--- src/rtl/dbtm_pkg.sv ---
package dbtm_pkg;

  typedef enum logic [2:0] {
    CMD_NOP = 3'd0,
    CMD_ACT = 3'd1,
    CMD_RD  = 3'd2,
    CMD_WR  = 3'd3,
    CMD_PRE = 3'd4
  } cmd_e;

  typedef enum logic [2:0] {
    VIO_CLOSED   = 3'd0,
    VIO_ACT_OPEN = 3'd1,
    VIO_RC       = 3'd2,
    VIO_RRD      = 3'd3,
    VIO_RCD      = 3'd4,
    VIO_CCD      = 3'd5,
    VIO_RAS      = 3'd6,
    VIO_RP       = 3'd7
  } vio_e;

endpackage

--- src/rtl/dbtm_decode.sv ---
module dbtm_decode
  import dbtm_pkg::*;
(
  input  logic cs_n,
  input  logic ras_n,
  input  logic cas_n,
  input  logic we_n,
  output cmd_e cmd
);

  always_comb begin
    cmd = CMD_NOP;
    if (!cs_n) begin
      case ({ras_n, cas_n, we_n})
        3'b011:  cmd = CMD_ACT;
        3'b101:  cmd = CMD_RD;
        3'b100:  cmd = CMD_WR;
        3'b010:  cmd = CMD_PRE;
        default: cmd = CMD_NOP;
      endcase
    end
  end

endmodule

--- src/rtl/dbtm_satcnt.sv ---
module dbtm_satcnt #(
  parameter int W = 6
) (
  input  logic         clk,
  input  logic         rst_n,
  input  logic         restart,
  output logic [W-1:0] q
);

  localparam logic [W-1:0] SAT = {W{1'b1}};

  logic         en;
  logic [W-1:0] q_nxt;

  always_comb begin
    en    = restart || (q != SAT);
    q_nxt = restart ? W'(1) : q + W'(1);
  end

  always_ff @(posedge clk or negedge rst_n) begin
    if (!rst_n) begin
      q <= SAT;
    end else if (en) begin
      q <= q_nxt;
    end
  end

endmodule

--- src/rtl/dbtm_bank.sv ---
module dbtm_bank #(
  parameter int CNT_W = 6
) (
  input  logic             clk,
  input  logic             rst_n,
  input  logic             act_i,
  input  logic             close_i,
  output logic             open_o,
  output logic [CNT_W-1:0] since_act_o,
  output logic [CNT_W-1:0] since_pre_o
);

  logic open_en;
  logic open_nxt;

  always_comb begin
    open_en  = act_i || close_i;
    open_nxt = act_i;
  end

  always_ff @(posedge clk or negedge rst_n) begin
    if (!rst_n) begin
      open_o <= 1'b0;
    end else if (open_en) begin
      open_o <= open_nxt;
    end
  end

  dbtm_satcnt #(.W(CNT_W)) u_act_cnt (
    .clk     (clk),
    .rst_n   (rst_n),
    .restart (act_i),
    .q       (since_act_o)
  );

  dbtm_satcnt #(.W(CNT_W)) u_pre_cnt (
    .clk     (clk),
    .rst_n   (rst_n),
    .restart (close_i),
    .q       (since_pre_o)
  );

endmodule

--- src/rtl/dbtm_rules.sv ---
module dbtm_rules
  import dbtm_pkg::*;
#(
  parameter int NB    = 4,
  parameter int CNT_W = 6,
  parameter int AL_W  = 3,
  localparam int BA_W = (NB > 1) ? $clog2(NB) : 1
) (
  input  cmd_e                      cmd,
  input  logic [BA_W-1:0]           ba,
  input  logic                      a10,
  input  logic [NB-1:0]             bank_open,
  input  logic [NB-1:0][CNT_W-1:0]  since_act,
  input  logic [NB-1:0][CNT_W-1:0]  since_pre,
  input  logic [CNT_W-1:0]          since_any_act,
  input  logic [CNT_W-1:0]          since_rd,
  input  logic [CNT_W-1:0]          cfg_trc,
  input  logic [CNT_W-1:0]          cfg_trrd,
  input  logic [CNT_W-1:0]          cfg_trcd,
  input  logic [CNT_W-1:0]          cfg_tras,
  input  logic [CNT_W-1:0]          cfg_trp,
  input  logic [CNT_W-1:0]          cfg_tccd,
  input  logic [AL_W-1:0]           cfg_al,
  output logic                      hit,
  output vio_e                      code,
  output logic [BA_W-1:0]           hit_bank,
  output logic [NB-1:0]             act_vec,
  output logic [NB-1:0]             close_vec,
  output logic                      any_act,
  output logic                      any_rd
);

  localparam int SUM_W = CNT_W + 1;

  logic [NB-1:0]    sel;
  logic [SUM_W-1:0] posted;

  always_comb begin
    sel    = NB'(1) << ba;
    posted = {1'b0, since_act[ba]} + SUM_W'(cfg_al);
  end

  // Event steering into the trackers
  always_comb begin
    act_vec   = '0;
    close_vec = '0;
    any_act   = 1'b0;
    any_rd    = 1'b0;
    case (cmd)
      CMD_ACT: begin
        act_vec = sel;
        any_act = 1'b1;
      end
      CMD_RD: begin
        any_rd = 1'b1;
        if (a10) close_vec = sel & bank_open;
      end
      CMD_WR: begin
        if (a10) close_vec = sel & bank_open;
      end
      CMD_PRE: begin
        close_vec = a10 ? bank_open : (sel & bank_open);
      end
      default: ;
    endcase
  end

  // Rule evaluation, priority order inside each command
  always_comb begin
    hit      = 1'b0;
    code     = VIO_CLOSED;
    hit_bank = ba;
    case (cmd)
      CMD_ACT: begin
        if (bank_open[ba]) begin
          hit = 1'b1; code = VIO_ACT_OPEN;
        end else if (since_act[ba] < cfg_trc) begin
          hit = 1'b1; code = VIO_RC;
        end else if (since_pre[ba] < cfg_trp) begin
          hit = 1'b1; code = VIO_RP;
        end else if (since_any_act < cfg_trrd) begin
          hit = 1'b1; code = VIO_RRD;
        end
      end
      CMD_RD: begin
        if (!bank_open[ba]) begin
          hit = 1'b1; code = VIO_CLOSED;
        end else if (posted < {1'b0, cfg_trcd}) begin
          hit = 1'b1; code = VIO_RCD;
        end else if (since_rd < cfg_tccd) begin
          hit = 1'b1; code = VIO_CCD;
        end
      end
      CMD_WR: begin
        if (!bank_open[ba]) begin
          hit = 1'b1; code = VIO_CLOSED;
        end
      end
      CMD_PRE: begin
        if (a10) begin
          for (int i = 0; i < NB; i++) begin
            if (!hit && bank_open[i] && (since_act[i] < cfg_tras)) begin
              hit      = 1'b1;
              code     = VIO_RAS;
              hit_bank = BA_W'(i);
            end
          end
        end else if (bank_open[ba] && (since_act[ba] < cfg_tras)) begin
          hit = 1'b1; code = VIO_RAS;
        end
      end
      default: ;
    endcase
  end

endmodule

--- src/rtl/ddr_bank_timing_mon.sv ---
module ddr_bank_timing_mon
  import dbtm_pkg::*;
#(
  parameter int NUM_BANKS = 4,
  parameter int CNT_W     = 6,
  parameter int AL_W      = 3,
  localparam int BA_W     = (NUM_BANKS > 1) ? $clog2(NUM_BANKS) : 1
) (
  input  logic             clk,
  input  logic             rst_n,
  input  logic             cs_n,
  input  logic             ras_n,
  input  logic             cas_n,
  input  logic             we_n,
  input  logic [BA_W-1:0]  ba,
  input  logic             a10,
  input  logic [CNT_W-1:0] cfg_trc,
  input  logic [CNT_W-1:0] cfg_trrd,
  input  logic [CNT_W-1:0] cfg_trcd,
  input  logic [CNT_W-1:0] cfg_tras,
  input  logic [CNT_W-1:0] cfg_trp,
  input  logic [CNT_W-1:0] cfg_tccd,
  input  logic [AL_W-1:0]  cfg_al,
  output logic             viol_o,
  output logic [2:0]       viol_code_o,
  output logic [BA_W-1:0]  viol_bank_o
);

  cmd_e                           cmd;
  logic [NUM_BANKS-1:0]           bank_open;
  logic [NUM_BANKS-1:0][CNT_W-1:0] since_act;
  logic [NUM_BANKS-1:0][CNT_W-1:0] since_pre;
  logic [CNT_W-1:0]               since_any_act;
  logic [CNT_W-1:0]               since_rd;
  logic [NUM_BANKS-1:0]           act_vec;
  logic [NUM_BANKS-1:0]           close_vec;
  logic                           any_act;
  logic                           any_rd;
  logic                           hit;
  vio_e                           code;
  logic [BA_W-1:0]                hit_bank;

  logic                           viol_nxt;
  logic [2:0]                     code_nxt;
  logic [BA_W-1:0]                bank_nxt;

  dbtm_decode u_decode (
    .cs_n  (cs_n),
    .ras_n (ras_n),
    .cas_n (cas_n),
    .we_n  (we_n),
    .cmd   (cmd)
  );

  for (genvar b = 0; b < NUM_BANKS; b++) begin : g_bank
    dbtm_bank #(.CNT_W(CNT_W)) u_bank (
      .clk         (clk),
      .rst_n       (rst_n),
      .act_i       (act_vec[b]),
      .close_i     (close_vec[b]),
      .open_o      (bank_open[b]),
      .since_act_o (since_act[b]),
      .since_pre_o (since_pre[b])
    );
  end

  dbtm_satcnt #(.W(CNT_W)) u_any_act_cnt (
    .clk     (clk),
    .rst_n   (rst_n),
    .restart (any_act),
    .q       (since_any_act)
  );

  dbtm_satcnt #(.W(CNT_W)) u_rd_cnt (
    .clk     (clk),
    .rst_n   (rst_n),
    .restart (any_rd),
    .q       (since_rd)
  );

  dbtm_rules #(.NB(NUM_BANKS), .CNT_W(CNT_W), .AL_W(AL_W)) u_rules (
    .cmd           (cmd),
    .ba            (ba),
    .a10           (a10),
    .bank_open     (bank_open),
    .since_act     (since_act),
    .since_pre     (since_pre),
    .since_any_act (since_any_act),
    .since_rd      (since_rd),
    .cfg_trc       (cfg_trc),
    .cfg_trrd      (cfg_trrd),
    .cfg_trcd      (cfg_trcd),
    .cfg_tras      (cfg_tras),
    .cfg_trp       (cfg_trp),
    .cfg_tccd      (cfg_tccd),
    .cfg_al        (cfg_al),
    .hit           (hit),
    .code          (code),
    .hit_bank      (hit_bank),
    .act_vec       (act_vec),
    .close_vec     (close_vec),
    .any_act       (any_act),
    .any_rd        (any_rd)
  );

  always_comb begin
    viol_nxt = hit;
    code_nxt = hit ? 3'(code) : 3'd0;
    bank_nxt = hit ? hit_bank : '0;
  end

  always_ff @(posedge clk or negedge rst_n) begin
    if (!rst_n) begin
      viol_o      <= 1'b0;
      viol_code_o <= 3'd0;
      viol_bank_o <= '0;
    end else begin
      viol_o      <= viol_nxt;
      viol_code_o <= code_nxt;
      viol_bank_o <= bank_nxt;
    end
  end

endmodule

--- config.mk ---
export PLATFORM = sky130hd
export DESIGN_NAME = ddr_bank_timing_mon
export DESIGN_NICKNAME = d
export VERILOG_FILES = /design/src/rtl/dbtm_pkg.sv /design/src/rtl/dbtm_decode.sv /design/src/rtl/dbtm_satcnt.sv /design/src/rtl/dbtm_bank.sv /design/src/rtl/dbtm_rules.sv /design/src/rtl/ddr_bank_timing_mon.sv
export SDC_FILE = /design/constraint.sdc
export NUM_CORES = 1
export LEC_CHECK = 0
export BUFFER_PORTS_ARGS = -buffer_cell sky130_fd_sc_hd__buf_4
export CORE_MARGIN = 2
export CORE_UTILIZATION = 30
export CTS_CLUSTER_DIAMETER = 40
export DETAILED_ROUTE_END_ITERATION = 10
export MAX_ROUTING_LAYER = met4
export PLACE_DENSITY = 0.54
export SETUP_SLACK_MARGIN = 0.4
export SYNTH_ARGS = -nofsm -noshare
export SYNTH_HDL_FRONTEND = slang
export SYNTH_HIERARCHICAL = 1
export SYNTH_SLANG_ARGS = --single-unit
--- constraint.sdc ---
create_clock -name clk -period 8.1 [get_ports clk]
set_input_delay 1.62 -clock clk [delete_from_list [all_inputs] [get_ports clk]]
set_output_delay 1.62 -clock clk [all_outputs]
set_load 0.01 [all_outputs]
==> results.md, run 1 <==
Power and ir drop:
- The share of total power dissipated in combinational logic is 0.446.
- The share of total power dissipated in sequential elements is 0.382.
- The part of the power in the clock network is 0.172.
- For this design the static power due to leakage is 2.82 nW.
- IR analysis of the VDD net gives a maximum drop of 155 uV.
- The cell-internal power is 1.41 mW.
- For this design the ratio of total power to cell area is 372 nW/um^2.
- The switching power summed over all nets is 978 uW.
- The proportion of total power due to net switching is 0.409.

Clocking:
- The clock-pin slew of the registers on the worst-case setup and hold paths is 0.06 ns.
- For the worst-skew pair, the clock arrives at the later sink with an insertion delay of 0.34 ns.
- TritonCTS built the clock tree.
- The count of hold buffers inserted by post-cts repair is 0.
- The buffer depth of the longest clock path is 2.
- The number of gates given a new drive strength after cts is 0.
- The H-tree was split into 3 levels.
- Clock tree synthesis selected as its root buffer the cell clkbuf_16.
- In this run the post-CTS setup repair buffer count came out at 0.
- The count of clock tree sinks is 70.
- The number of buffers created by CTS is 9.

STA:
- The final-layout setup total negative slack is 0 ns.
- The time the worst path needs with I/O delays and setup is 4.49 ns.
- The count of pins over their slew limit is 0.
- Of the available clock period, the critical path in the final layout requires 0.555.
- Setup repair after global routing left no endpoint under its margin.
- For the pin with the worst max-slew slack, the measured transition is 0.976 ns.
- The fmax is 222 MHz.
- The final hold violation count came to 0.
- Setup violations remaining at the end of the flow were counted as 0.
- The remaining max-slew budget at the tightest pin is 0.340.
- Between clock sinks in the finished design, the worst skew comes to 0.00668 ns.

Flow run:
- The tool flagged a number of max-cap violations equal to 0.

Placed design:
- The post-detailed-placement half-perimeter wirelength is 10.2 mm.
- The placer congestion estimate is 0.797.
- The count of port buffers added during placement is 53.
- The placed instances occupy a cell area of 6120 um^2.

Setup path:
- The dominant delay contributor by cell family on the critical path is adder cells.
- On the critical path, the stage with the largest delay is an instance of mux4_2.
- The critical path arrival is 4.73 ns.
- Counting both buffers and inverters, the worst setup path holds a total of 1.
- The critical setup path kind is input port to flip-flop.
- The critical-path maximum fanout is 20.
- The critical path required time is 8.34 ns.
- The endpoint kind of the worst setup timing path is a flip-flop.
- The largest stage delay on the critical path is 0.57 ns.
- STA classifies the critical path startpoint as an input port.
- Walking the worst path, the cells encountered are buf_4, mux4_2, ha_1, fa_1, xor2_1, ha_1, o21ai_0, o21ai_0, o2111ai_1, and3_4, nor2_4, nor2_1, a311o_1, and2_1.

Routing:
- The number of vias per cell after detailed routing is 5.40.
- The detailed-route wire length per cell is 15.7 um.
- In the routed design, unresolved DRC markers number 0.
- For this block, the via count after detailed routing is 4613.
- The final wirelength is 13.4 mm.
- The number of DRC markers in iteration 0 is 332.
- The number of nets with antenna violations after detailed routing is 0.
- The detailed-router iteration count before antenna repair is 5.

Die:
- In this run the core area contains 49 standard-cell rows.
- The die is 139 um wide.
- The core region is 17900 um^2.
- The starting utilization of the core area is 0.305.
- The number of top-level pins is 54.
- The floorplan step set the die height to 139 um.
- The floorplan die area is 19300 um^2.

Synth:
- In this run, synthesis inferred 0 flip-flops with an integrated enable.
- The gate count after technology mapping is 562.
- The synthesized design contains 70 register bits.
- The per-instance average area after synthesis is 9.73 um^2.
- The flip-flop cell with the highest count after synthesis is dfstp_2.
- The part of the Yosys area used for sequential elements is 0.334.
- The number of nets handed over by synthesis was 674.
- The post-synthesis instance area is 5470 um^2.
- Yosys printed 6 warnings.
- The proportion of synthesized flip-flops having asynchronous set or reset is 1.00.
- The count of distinct cell types in the synthesized netlist is 48.

Min path:
- The worst min-delay path class is flip-flop to flip-flop.

Final layout:
- In the final layout, flip-flops and latches occupy 1830 um^2.
- The layout cell share with drive strength beyond 1 is 0.292.
- Counting the fill cells in the layout gives 1803.
- The multi-input combinational cells in the finished layout cover a total of 3420 um^2.
- Relative to the synthesized area, the layout overhead comes to 17.6%.
- After routing the design area is 6430 um^2.
- The net count of the finished layout is 733.
- The antenna diode count is 0.
- At the end of the flow the core is filled with cells to 0.359.

Global routing:
- The number of antenna violations at the first check in global routing is 0.
- The number of global-route vias before repair was 4420.
- The pin count of the biggest net entering global routing is 71.
- Global routing finished with a remaining overflow of 0.
- The first global-routing pass estimated 22.4 mm of wire.
- The combined global-route utilization of all metal layers is 0.147.

Outcome:
- The run finished with clean final reports.
## cell usage after synthesis, drive strengths merged (15+ instances only)
library cell | count | share of area
dfstp | 60 | 0.29
ha | 63 | 0.14
nand2 | 35 | 0.029
o21a | 15 | 0.021
o21bai | 21 | 0.029
a21o | 24 | 0.033
a31oi | 41 | 0.047
nor3 | 46 | 0.042
nor2 | 23 | 0.017
o21ai | 22 | 0.021
nand3 | 26 | 0.033
inv | 52 | 0.036
## cells in the final DEF, fill, tap and decap left out, drive strengths merged, types with 10 or more instances in the layout
| master | instances |
|---|---|
| mux4 | 13 |
| and3 | 13 |
| inv | 54 |
| a21o | 24 |
| dfstp | 60 |
| o21ba | 10 |
| and4bb | 10 |
| nand2b | 10 |
| o21bai | 21 |
| o21ai | 22 |
| a21oi | 13 |
| nor2 | 23 |
| nand2 | 35 |
| a31oi | 41 |
| dfrtp | 10 |
| or3 | 10 |
| o21a | 15 |
| nor3 | 46 |
| clkbuf | 10 |
| buf | 53 |
| ha | 63 |
| nand3 | 26 |
## cells by family after synthesis
logic type                 synth area share
and+or+nand+nor                       0.204
AOI/OAI and AO/OA                     0.210
DFF                                   0.334
adders and majority gates             0.148
buffers and inverters                0.0407
muxes                                0.0570
xor gates and xnor gates            0.00641
## metrics by stage
stage	hold WS, ns	total power, mW	worst slack (ns)	std cells
2_1_floorplan	0.467	1.66	3.33	562
3_3_place_gp	0.481	1.91	3.31	839
3_5_place_dp	0.499	1.98	3.28	839
4_1_cts	0.513	2.41	3.63	855
5_1_grt	0.539	2.61	3.40	855
6_report	0.513	2.39	3.61	855
## routing by layer
layer | up-vias | wire length (um) | track usage
met3 | 10 | 634 | 0.0276
li1 | 2249 | - | -
met5 | - | 0 | -
met1 | 2249 | 6190 | 0.190
met4 | 0 | 163 | 0.0457
met2 | 105 | 6410 | 0.233
## final timing paths
path / startpoint / endpoint / slack (ns) / depth (start not counted)
max in group asynchronous: rst_n / viol_bank_o[0]$_DFF_PN0_ / 6.13 / 1
worst min register to register: g_bank[2].u_bank/open_o$_DFFE_PN0P_ / g_bank[2].u_bank/open_o$_DFFE_PN0P_ / 0.51 / 1
worst max-delay path: ba[0] / viol_code_o[2]$_DFF_PN0_ / 3.61 / 14
worst min-delay path: g_bank[2].u_bank/open_o$_DFFE_PN0P_ / g_bank[2].u_bank/open_o$_DFFE_PN0P_ / 0.51 / 1
min in group asynchronous: rst_n / g_bank[3].u_bank/open_o$_DFFE_PN0P_ / 1.43 / 1
worst max register to register: g_bank[3].u_bank/u_act_cnt/q[0]$_DFFE_PN1P_ / viol_code_o[2]$_DFF_PN0_ / 4.83 / 13
## layout make-up
class,count,area share
clock inverters,6,0.0105
well taps,229,0.0446
clock buffers,10,0.0372
repair buffers,53,0.0619
multi-input cells,435,0.532
inverters,52,0.0304
flip-flops and latches,70,0.284
## registers in the layout (all words and copies together), names as in the netlist
signal / count
g_bank.u_bank/u_act_cnt/q: 24
g_bank.u_bank/u_pre_cnt/q: 24
viol_code_o: 3
viol_bank_o: 2
u_any_act_cnt/q: 6
g_bank.u_bank/open_o: 4
viol_o: 1
u_rd_cnt/q: 6
## power by group through the flow
stage	clock (mW)	combinational, mW	sequential (mW)
3_3_place_gp	0	1.01	0.906
5_1_grt	0.439	1.22	0.953
3_5_place_dp	0	1.07	0.914
4_1_cts	0.424	1.07	0.910
6_report	0.411	1.07	0.914
2_1_floorplan	0	0.851	0.809
No activity file was read; power rests on OpenSTA's default activity.
==> run 2: changes to the inputs <==
--- a/config.mk
+++ b/config.mk
@@ -5,6 +5,7 @@
 export SDC_FILE = /design/constraint.sdc
 export NUM_CORES = 1
 export LEC_CHECK = 0
+export ABC_AREA = 1
 export BUFFER_PORTS_ARGS = -buffer_cell sky130_fd_sc_hd__buf_4
 export CORE_MARGIN = 2
 export CORE_UTILIZATION = 30
==> constraint.sdc (replaced) <==
create_clock -name clk -period 4.5 [get_ports clk]
set_input_delay 0.9 -clock clk [delete_from_list [all_inputs] [get_ports clk]]
set_output_delay 0.9 -clock clk [all_outputs]
set_load 0.01 [all_outputs]
==> run 2 against run 1 <==
Effect of this change:
- clock-buffer cell count down 1
- synthesized cell count up 55%
- die area up 9.0%
- sequential power up 83%
- worst setup slack worse by 2.7 ns
- non-clock buffer count up 1
- synthesized area up 9.3%
- clock skew down 0.00066 ns
- register-to-register slack worse by 3.3 ns
- clock power up 92%
- cell count up 41%
- routed wire length up 14%
==> results.md, run 2 <==
Synth:
- The library cell occupying the most area in the post-synthesis netlist is dfstp_2.
- The yosys synthesis warning count came to 6 (unchanged).
- The gate count after technology mapping came to 873 (+55%).
- The flip-flop and latch count after synthesis is 70 (unchanged).
- The most frequent cell after synthesis is nand2_1.
- The per-instance average area after synthesis was 6.85 um^2 (-30%).
- By area the synthesized netlist is led by dfstp_2 26%, nand2_1 16%, ha_1 13%, inv_1 9.5%, nand3_1 9.3%.
- The flip-flop cell with the highest count after synthesis is dfstp_2.
- The total nets after synthesis is 985 (+46%).
- The post-synthesis instance area is 5980 um^2 (+9.3%).
- The proportion of synthesized flip-flops having asynchronous set or reset came to 1.00 (unchanged).
- The number of synthesized flops with an enable pin was 0 (unchanged).
- The commonest cells after synthesis are 262 x nand2_1, 151 x inv_1, 111 x nand3_1.
- The count of distinct cell types in the synthesized netlist is 35 (-27%).
- The part of the Yosys area used for sequential elements came to 0.306 (-0.0284).
- The share of the synthesized area in the top cell type is 0.264 (-0.0245).

Power and ir drop:
- The power density over the cells was 618 nW/um^2 (+66%).
- The peak supply drop came to 205 uV (+32%).
- The overall power after layout is 4.33 mW (+81%).
- The static leakage is 3.80 nW (+35%).

Routing:
- The number of remaining DRC errors is 0 (unchanged).
- The number of nets with antenna violations after detailed routing is 0 (unchanged).
- The detailed-router iteration count before antenna repair is 5 (unchanged).
- The detailed-route wire length per cell came to 12.7 um (-19%).
- The number of DRC markers in iteration 0 is 372 (+12%).
- The final wirelength is 15.3 mm (+14%).
- The total via count in the routed design is 5686 (+23%).
- The number of vias per cell after detailed routing is 4.72 (-12%).

Final layout:
- The final standard cell count with taps included and fillers excluded is 1204 (+41%).
- The register area is 1830 um^2 (unchanged).
- In the layout the commonest cells are 262 x nand2_1, 151 x inv_1, 111 x nand3_1, 63 x ha_1, 60 x dfstp_2.
- The layout cell share with drive strength beyond 1 is 0.189 (-0.104).
- The largest registers in the layout are g_bank.u_bank/u_act_cnt/q: 24 flops, g_bank.u_bank/u_pre_cnt/q: 24 flops.
- The area growth from synthesis to layout is 17.1%.
- The leading cell type in the layout, fill and taps excluded is nand2_1.
- The number of nets at the end of the flow is 1045 (+43%).
- The count of filler cells inserted in the layout was 2114 (+17%).
- The area taken by multi-input logic gates is 3520 um^2 (+3.0%).

Die:
- The height of the die is 145 um (+4.4%).
- The die span in x is 145 um (+4.4%).
- The area of the core region is 19500 um^2 (+9.1%).
- The floorplan die area is 21100 um^2 (+9.0%).
- The number of top-level pins is 54 (unchanged).
- The number of placement rows is 51 (+4.1%).
- The starting utilization of the core area is 0.306 (+0.000613).

Setup path:
- The endpoint kind of the worst setup timing path is a flip-flop.
- The critical-path maximum fanout was 12 (-40%).
- The worst setup path is of the input port to flip-flop kind.
- The critical path required time was 4.74 ns (-3.60 ns).
- The flop-to-flop setup slack is 1.55 ns (-3.28 ns).
- The sort of element at the start of the critical path is an input port.
- The length in cells of the worst reg-to-reg path is 23 (+10).
- The critical path arrival was 3.80 ns (-0.93 ns).
- The worst register-to-register path begins at g_bank[3].u_bank/u_act_cnt/q[0]$_DFFE_PN1P_.
- In this run the critical register-to-register path is captured at viol_code_o[0]$_DFF_PN0_.

Clocking:
- The post-CTS setup repair buffer count is 0 (unchanged).
- The buffer depth of the longest clock path is 2 (unchanged).
- The maximum level of the CTS H-tree is 3 (unchanged).
- The count of clock tree sinks is 70 (unchanged).
- The number of gates given a new drive strength after cts is 0 (unchanged).
- The buffer type at the clock tree root is clkbuf_16.
- The count of hold buffers inserted by post-cts repair is 0 (unchanged).
- The clock tree from TritonCTS is built.
- The clock-pin slew of the registers on the worst-case setup and hold paths came to 0.06 ns (about the same).
- The clock latency on the worst-skew pair came to 0.34 ns (about the same).
- The number of buffers created by CTS is 9 (unchanged).

STA:
- In the finished design, the share of the clock period the worst path needs comes to 0.792.
- The worst hold slack came to 0.506 ns (-0.00624 ns).
- The pin slew with the least headroom to its limit is 0.937 ns (-0.0388 ns).
- The final hold violation count is 0 (unchanged).
- The count of pins over their slew limit is 0 (unchanged).
- For the finished layout, the period the worst path requires is 3.56 ns.
- The remaining max-slew budget at the tightest pin is 0.375 (+0.0350).
- Setup repair after global routing left no endpoint under its margin.
- The final count of negative-setup-slack endpoints was 0 (unchanged).
- The final worst clock skew is 0.00602 ns (-0.000657 ns).
- The final-layout setup total negative slack is 0 ns (unchanged).
- The post-layout worst setup margin came to 0.936 ns (-2.67 ns).
- Timing would allow up to 281 MHz.

Flow run:
- The max-capacitance violation count is 0 (unchanged).

Global routing:
- The pin count of the biggest net entering global routing is 71 (unchanged).
- The wire length of the first global-routing pass is 25.5 mm (+14%).
- The number of global-route vias before repair is 5166 (+17%).
- The combined global-route utilization of all metal layers is 0.153 (+0.00652).
- The number of antenna violations at the first check in global routing is 1 (+1).
- The global route total overflow is 0 (unchanged).

Min path:
- The worst min-delay path class is flip-flop to flip-flop.
- The number of stages on the worst hold path was 2 (+1).
- The worst min-delay path endpoint is g_bank[1].u_bank/open_o$_DFFE_PN0P_.
- The launch point of the worst hold path is g_bank[1].u_bank/open_o$_DFFE_PN0P_.

Placed design:
- The number of placed cells counting well taps is 1187 (+41%).
- The placer congestion estimate was 0.849 (+6.5%).
- The count of port buffers added during placement is 53 (unchanged).
- The post-detailed-placement half-perimeter wirelength is 11.7 mm (+15%).
- The post-placement setup slack is 0.556 ns (-2.72 ns).

Outcome:
- The run finished with clean final reports.
-- run 2: metal layers --
metal | GRT usage | vias up | wire, um
met5 | - | - | 0
met4 | 0.0534 | 0 | 254
met3 | 0.0270 | 22 | 699
met2 | 0.242 | 132 | 6940
met1 | 0.198 | 2581 | 7430
li1 | - | 2951 | -
-- run 2: report_power, final --
group          internal, mW  switching, mW
logic                 0.790           1.08
registers              1.15          0.526
clock network         0.487          0.302
total                  2.42           1.90
-- run 2: metrics by stage --
stage,cell area (um^2),utilization
floorplan,5980,-
global placement,6670,0.342
detailed placement,6670,0.342
CTS,6990,0.358
global route,7000,0.358
finish,7000,0.358
-- run 2: cells by family after synthesis --
kind of cell,after synthesis,synth area share
adders and majority gates,64,0.135
buffers and inverters,161,0.105
AOI/OAI and AO/OA,65,0.0680
xor gates and xnor gates,3,0.00440
DFF,70,0.306
and+or+nand+nor,510,0.381
-- run 2: cell type report --
cell class / instances / area share
Antenna cell: 1 / 0.000358
Clock buffer: 9 / 0.0322
Clock inverter: 7 / 0.0138
Inverter: 156 / 0.0839
Multi-Input combinational cell: 642 / 0.503
Sequential cell: 70 / 0.261
Tap cell: 265 / 0.0474
Timing Repair Buffer: 54 / 0.0580
-- run 2: worst max path at each step --
| stage | from | to | slack (ns) | depth (start not counted) |
|---|---|---|---|---|
| CTS | ba[0] | viol_code_o[0]$_DFF_PN0_ | 0.93 | 24 |
| global route | ba[0] | viol_code_o[1]$_DFF_PN0_ | 0.51 | 24 |
| finish | ba[0] | viol_code_o[0]$_DFF_PN0_ | 0.94 | 24 |
| detailed placement | ba[0] | viol_code_o[0]$_DFF_PN0_ | 0.56 | 24 |
| floorplan | ba[1] | viol_code_o[0]$_DFF_PN0_ | 1.09 | 23 |
| global placement | ba[0] | viol_code_o[0]$_DFF_PN0_ | 0.65 | 24 |
-- run 2: worst max-delay path: stages --
cell,delay (ns)
buf_4,0.17
inv_2,0.12
nand2_1,0.13
inv_2,0.11
a22oi_1,0.18
nand2_1,0.14
ha_1,0.36
nand2_1,0.09
nand2_1,0.05
a31oi_1,0.19
xor2_1,0.16
inv_1,0.06
ha_1,0.27
nand2_1,0.05
nand2_1,0.05
nand2_1,0.04
nand2_1,0.05
nand2_1,0.05
nand2_2,0.08
nand2_2,0.05
a21oi_1,0.11
nand3_1,0.19
nand2_1,0.13
inv_1,0.04
